### src/rtl/rdresp_pkg.sv
package rdresp_pkg;
  localparam int CMD_W    = 3;
  localparam int CMD_RESP = 0;
  localparam int CMD_LAST = 1;
  localparam int CMD_ERR  = 2;

  typedef enum logic [1:0] {
    S_IDLE = 2'd0,
    S_TURN = 2'd1,
    S_XFER = 2'd2
  } seq_st_e;
endpackage

### src/rtl/rdresp_hold.sv
// Holds one outstanding read request and its response length.
module rdresp_hold #(
  parameter int SHORT_LEN = 4,
  parameter int LONG_LEN  = 8,
  parameter int LEN_W     = $clog2(LONG_LEN + 1)
) (
  input  logic             clk,
  input  logic             rst,
  input  logic             req_valid,
  input  logic             req_block,
  input  logic             req_long,
  input  logic             clear,
  output logic             pending,
  output logic [LEN_W-1:0] len
);
  localparam logic [LEN_W-1:0] L_WORD  = LEN_W'(1);
  localparam logic [LEN_W-1:0] L_SHORT = LEN_W'(SHORT_LEN);
  localparam logic [LEN_W-1:0] L_LONG  = LEN_W'(LONG_LEN);

  logic [LEN_W-1:0] len_sel;

  always_comb begin
    if (!req_block)     len_sel = L_WORD;
    else if (req_long)  len_sel = L_LONG;
    else                len_sel = L_SHORT;
  end

  always_ff @(posedge clk) begin
    if (rst) begin
      pending <= 1'b0;
      len     <= L_WORD;
    end else if (clear) begin
      pending <= 1'b0;
    end else if (req_valid && !pending) begin
      pending <= 1'b1;
      len     <= len_sel;
    end
  end
endmodule

### src/rtl/rdresp_seq.sv
// Ownership wait, turnaround and beat counting.
module rdresp_seq
  import rdresp_pkg::*;
#(
  parameter int LEN_W = 4
) (
  input  logic             clk,
  input  logic             rst,
  input  logic             pending,
  input  logic [LEN_W-1:0] len,
  input  logic             own_grant,
  input  logic             mem_valid,
  output logic             xfer,
  output logic             fire,
  output logic             last_fire
);
  localparam logic [LEN_W-1:0] ONE = LEN_W'(1);

  seq_st_e          st_q;
  logic [LEN_W-1:0] beat_q;

  assign xfer      = (st_q == S_XFER);
  assign fire      = xfer && mem_valid;
  assign last_fire = fire && (beat_q == len - ONE);

  always_ff @(posedge clk) begin
    if (rst) begin
      st_q   <= S_IDLE;
      beat_q <= '0;
    end else begin
      case (st_q)
        S_IDLE: begin
          beat_q <= '0;
          if (pending && own_grant) st_q <= S_TURN;
        end
        S_TURN: st_q <= S_XFER;
        S_XFER: begin
          if (last_fire) begin
            st_q   <= S_IDLE;
            beat_q <= '0;
          end else if (fire) begin
            beat_q <= beat_q + ONE;
          end
        end
        default: st_q <= S_IDLE;
      endcase
    end
  end
endmodule

### src/rtl/rdresp_drive.sv
// Registered bus outputs and completion strobe.
module rdresp_drive
  import rdresp_pkg::*;
#(
  parameter int DATA_W = 64
) (
  input  logic              clk,
  input  logic              rst,
  input  logic              xfer,
  input  logic              fire,
  input  logic              last_fire,
  input  logic [DATA_W-1:0] mem_data,
  input  logic              mem_err,
  output logic [DATA_W-1:0] bus_ad,
  output logic [CMD_W-1:0]  bus_cmd,
  output logic              bus_oe,
  output logic              done
);
  always_ff @(posedge clk) begin
    if (rst) begin
      bus_ad  <= '0;
      bus_cmd <= '0;
      bus_oe  <= 1'b0;
      done    <= 1'b0;
    end else begin
      bus_oe <= xfer;
      done   <= last_fire;
      if (fire) begin
        bus_ad            <= mem_data;
        bus_cmd[CMD_RESP] <= 1'b1;
        bus_cmd[CMD_LAST] <= last_fire;
        bus_cmd[CMD_ERR]  <= mem_err;
      end else begin
        bus_ad  <= '0;
        bus_cmd <= '0;
      end
    end
  end
endmodule

### src/rtl/rdresp_agent.sv
module rdresp_agent
  import rdresp_pkg::*;
#(
  parameter int DATA_W    = 64,
  parameter int SHORT_LEN = 4,
  parameter int LONG_LEN  = 8
) (
  input  logic              clk,
  input  logic              rst,
  input  logic              req_valid,
  input  logic              req_block,
  input  logic              req_long,
  input  logic              own_grant,
  input  logic              mem_valid,
  input  logic [DATA_W-1:0] mem_data,
  input  logic              mem_err,
  output logic              mem_ready,
  output logic [DATA_W-1:0] bus_ad,
  output logic [2:0]        bus_cmd,
  output logic              bus_oe,
  output logic              done
);
  localparam int LEN_W = $clog2(LONG_LEN + 1);

  logic             pending;
  logic [LEN_W-1:0] req_len;
  logic             xfer, fire, last_fire;

  rdresp_hold #(.SHORT_LEN(SHORT_LEN), .LONG_LEN(LONG_LEN), .LEN_W(LEN_W)) u_hold (
    .clk(clk), .rst(rst), .req_valid(req_valid), .req_block(req_block),
    .req_long(req_long), .clear(last_fire), .pending(pending), .len(req_len)
  );

  rdresp_seq #(.LEN_W(LEN_W)) u_seq (
    .clk(clk), .rst(rst), .pending(pending), .len(req_len),
    .own_grant(own_grant), .mem_valid(mem_valid), .xfer(xfer),
    .fire(fire), .last_fire(last_fire)
  );

  rdresp_drive #(.DATA_W(DATA_W)) u_drive (
    .clk(clk), .rst(rst), .xfer(xfer), .fire(fire), .last_fire(last_fire),
    .mem_data(mem_data), .mem_err(mem_err), .bus_ad(bus_ad),
    .bus_cmd(bus_cmd), .bus_oe(bus_oe), .done(done)
  );

  assign mem_ready = xfer;
endmodule

### config.mk
export PLATFORM = sky130hd
export DESIGN_NAME = rdresp_agent
export DESIGN_NICKNAME = d
export VERILOG_FILES = /design/src/rtl/rdresp_pkg.sv /design/src/rtl/rdresp_hold.sv /design/src/rtl/rdresp_seq.sv /design/src/rtl/rdresp_drive.sv /design/src/rtl/rdresp_agent.sv
export SDC_FILE = /design/constraint.sdc
export NUM_CORES = 1
export LEC_CHECK = 0
export CORE_MARGIN = 5
export CORE_UTILIZATION = 50
export CTS_BUF_LIST = sky130_fd_sc_hd__clkbuf_4
export CTS_CLUSTER_DIAMETER = 120
export DETAILED_ROUTE_END_ITERATION = 8
export DONT_BUFFER_PORTS = 1
export GPL_TIMING_DRIVEN = 0
export PLACE_DENSITY = 0.68
export SLEW_MARGIN = 10
export SYNTH_ARGS = -nofsm -noshare
export SYNTH_HDL_FRONTEND = slang
export SYNTH_SLANG_ARGS = --single-unit
### constraint.sdc
create_clock -name clk -period 2.2 [get_ports clk]
set_clock_uncertainty 0.2 [all_clocks]
set_input_delay 0.33 -clock clk [delete_from_list [all_inputs] [get_ports clk]]
set_output_delay 0.33 -clock clk [all_outputs]
set_load 0.02 [all_outputs]
==> results.md <==
* Status: finished clean
* Most common cell in the synthesized netlist: dfxtp_1
* First-pass GRT wire length at ~11 mm
* Max cap viols at 0
* Cell Rows at 25
* Rel. slew slack at between 60% and 70%
* Die Area at between 0.006 and 0.007 mm^2
* CTS sink count at 79
* Total GRT Usage at approximately 22%
* DR vias at approximately 1.9k
* CTS tree: yes
* Post-synth EDFFs at 0
* Iter 0 DRT Violations at 88
* Syn nets at approximately 290
* Hold Startpoint: mem_valid
* Antenna violations before repair at 0
* Main synth FF type: dfxtp_1
* CP cell instances: inv_1 > ha_1 > xor2_1 > o2111a_4 > or4b_1 > a21oi_1
* Final setup viols at 0
* WHS Endpoint: u_drive.bus_cmd[0]
* DP Cell Count at ~280
* Distinct cell type count after synthesis at 30
* CP Buf/Inv Count at 1
* Synthesis Warnings at 0
* GP Congestion at between 0.7 and 0.8
* Post-DP HPWL at 3.991 mm
* Period utilization at 92.80%
* Reg-to-reg slack, setup at roughly 0.16 ns
* RSZ-0062 raised after global routing: false
* Top cells by count, synth: dfxtp_1, and3_1, clkbuf_1, nor2_1, inv_1
* Peak Freq at around 0.49 GHz
* Worst setup path class: flip-flop to flip-flop
* Hold Crit Depth at 2
* Worst Max-Slew Pin Slew at between 0.5 and 0.6 ns
* Total global routing overflow at 0
* Vias in the first global route at about 2k
* Area delta synth->final at 39.18%
* Synth Instances at 215
* Die H at between 70 and 80 um
* Clk buf depth at 2
* Worst R2R Path Depth at 6
* Routed wire length at approximately 6.9 mm
* Worst EP arrival at about 2.2 ns
* # IOs at 142
* Worst EP required at roughly 2.3 ns
* Maximum vdd ir drop at roughly 0.45 mV
* Remaining antenna violation count after routing at 0
* Fin worst setup slack at 0.1584 ns
* Cell taking the most area after synthesis: dfxtp_1
* Final Net Count at roughly 370
* Fraction of layout cells with a size suffix above 1 at roughly 7.3%
* Fin cells at between 300 and 400
* Slowest stage delay, CP at roughly 0.53 ns
* DRC violations left at 0
* Crit path max-delay family: simple AND/OR/NAND/NOR gates
* Max-slew violation count at 0
* Core footprint at between 0.004 and 0.005 mm^2
* Flops & latches, synth at between 70 and 80
* Final Hold Fails at 0
* Avg Cell Area, Syn at 11.27 um^2
* Total power at 0.002635 W
* CTS root buf: clkbuf_4
* Hold WC Path Type: primary input to flip-flop
* Yosys top cell area share at roughly 65%
* Port Buf Inserts at 0
* Register area share after synthesis at about two thirds
* Power per Cell Area at between 700 and 800 mW/mm^2
* Area contributors post-synth: dfxtp_1, and3_1, clkbuf_1
* CP max-delay cell: or4b_1
* FF-to-FF End: u_hold.len[2]
* CTS clk-pin slew, worst paths at 0.12 ns
* Leakage at roughly 1.6 nW
* DR vias/cell at ~5.3
* CP max FO at 6
* Post-route minimum period at ~2.0 ns
* Reg2reg start: u_hold.len[0]
* WL/cell at ~19 um
* Fraction of registers with async set/reset at 0%
* Die width at 79.62 um
* Largest net degree at the start of global routing at 15
* Pre-CTS setup slack at -0.1092 ns
* H-tree depth at 3
* TritonRoute pass-1 iters at 5
* Netlist Area Pre-Place at 0.002424 mm^2
* Inserted Diodes at 0
* Critical path startpoint category: flip-flop
* Worst-skew pair later-pin latency at ~0.4 ns
* CP Capture Type: flip-flop
* TritonCTS buffer count at 9
* Initial Util at 51.31%
[layout by cell type (no fill, tap or decap), types with 3 or more instances in the layout]
| cell type | synthesis | routed |
|---|---|---|
| inv_1 | 5 | 5 |
| nand3_1 | 4 | 4 |
| and3_1 | 65 | 65 |
| nand2_1 | 4 | 4 |
| dfxtp_1 | 79 | 78 |
| nand4b_1 | 3 | 3 |
| and2_1 | 3 | 3 |
| clkbuf_4 | 0 | 10 |
| o21ai_0 | 3 | 3 |
| a21oi_1 | 3 | 3 |
| clkbuf_1 | 15 | 14 |
| dlygate4sd3_1 | 0 | 69 |
| nor2_1 | 7 | 7 |
[flip-flops by register name (all words and copies together), names as in the netlist]
register	count
u_drive.bus_oe	1
u_seq.st_q	2
u_seq.beat_q	4
u_hold.pending	1
u_hold.len	3
u_drive.bus_cmd	3
u_drive.bus_ad	64
u_drive.done	1
[layout make-up]
type | instances | area [um^2]
Buffer | 16 | 62.56
Sequential cell | 79 | 1583
Tap cell | 67 | 83.83
Clock inverter | 6 | 92.59
Fill cell | 324 | 1350
Timing Repair Buffer | 69 | 690.7
Clock buffer | 10 | 75.07
Multi-Input combinational cell | 115 | 767.0
Inverter | 5 | 18.77
[stage by stage]
| stage | util, % | hold slack [ns] | cell area (um^2) | setup TNS, ns |
|---|---|---|---|---|
| final | 71.42 | 0.05650 | 3373 | 0 |
| after global routing | 71.42 | 0.02691 | 3373 | 0 |
| after CTS | 71.36 | 0.02194 | 3371 | 0 |
| after detailed placement | 53.09 | 0.2547 | 2507 | -1.403 |
| after global placement | 53.09 | 0.2528 | 2507 | -0.4615 |
| after floorplan | - | 0.2331 | 2424 | 0 |
[kinds of logic after synthesis]
logic type	after synthesis	synth area share, %
compound gates	13	4.182
xor+xnor	2	1.342
fa+ha+maj	2	1.032
buf+inv	21	3.304
flops	79	65.26
simple gates	98	24.88
[power by group]
| group | switching [W] | internal (W) | leakage [nW] |
|---|---|---|---|
| Sequential | 0.0000203 | 0.00144 | 0.637 |
| Combinational | 0.0000688 | 0.000108 | 0.868 |
| Clock | 0.000513 | 0.000479 | 0.0832 |
[layer usage]
layer | up-vias | track usage [%] | share of wire, %
met2 | 120 | 38.48 | 50
met3 | 16 | 9.481 | 11
li1 | 913 | - | -
met4 | 0 | 10.65 | 2.6
met5 | - | 0 | 0
met1 | 895 | 23.48 | 36
[repair_timing]
action / 4_1_cts / 5_1_grt
setup buffers: 0 / 0
hold endpoints to repair: 70 / 0
gates resized for setup: 1 / 3
cloned: 0 / 0
setup endpoints to repair: 19 / 12
hold buffers: 69 / 0
[how the worst max path moves through the flow]
stage / startpoint / end / slack, ns / cells after the start
floorplan: u_hold.len[0] / u_hold.len[0] / 0.29 / 6
global placement: u_seq.st_q[1] / u_drive.bus_ad[3] / -0.05 / 4
detailed placement: u_seq.st_q[1] / u_drive.bus_ad[3] / -0.11 / 4
CTS: u_seq.st_q[1] / u_drive.bus_ad[0] / 0.13 / 4
global route: u_hold.len[2] / u_hold.len[2] / 0.02 / 6
finish: u_hold.len[0] / u_hold.len[2] / 0.16 / 6
(Power assumes the default switching activity.)
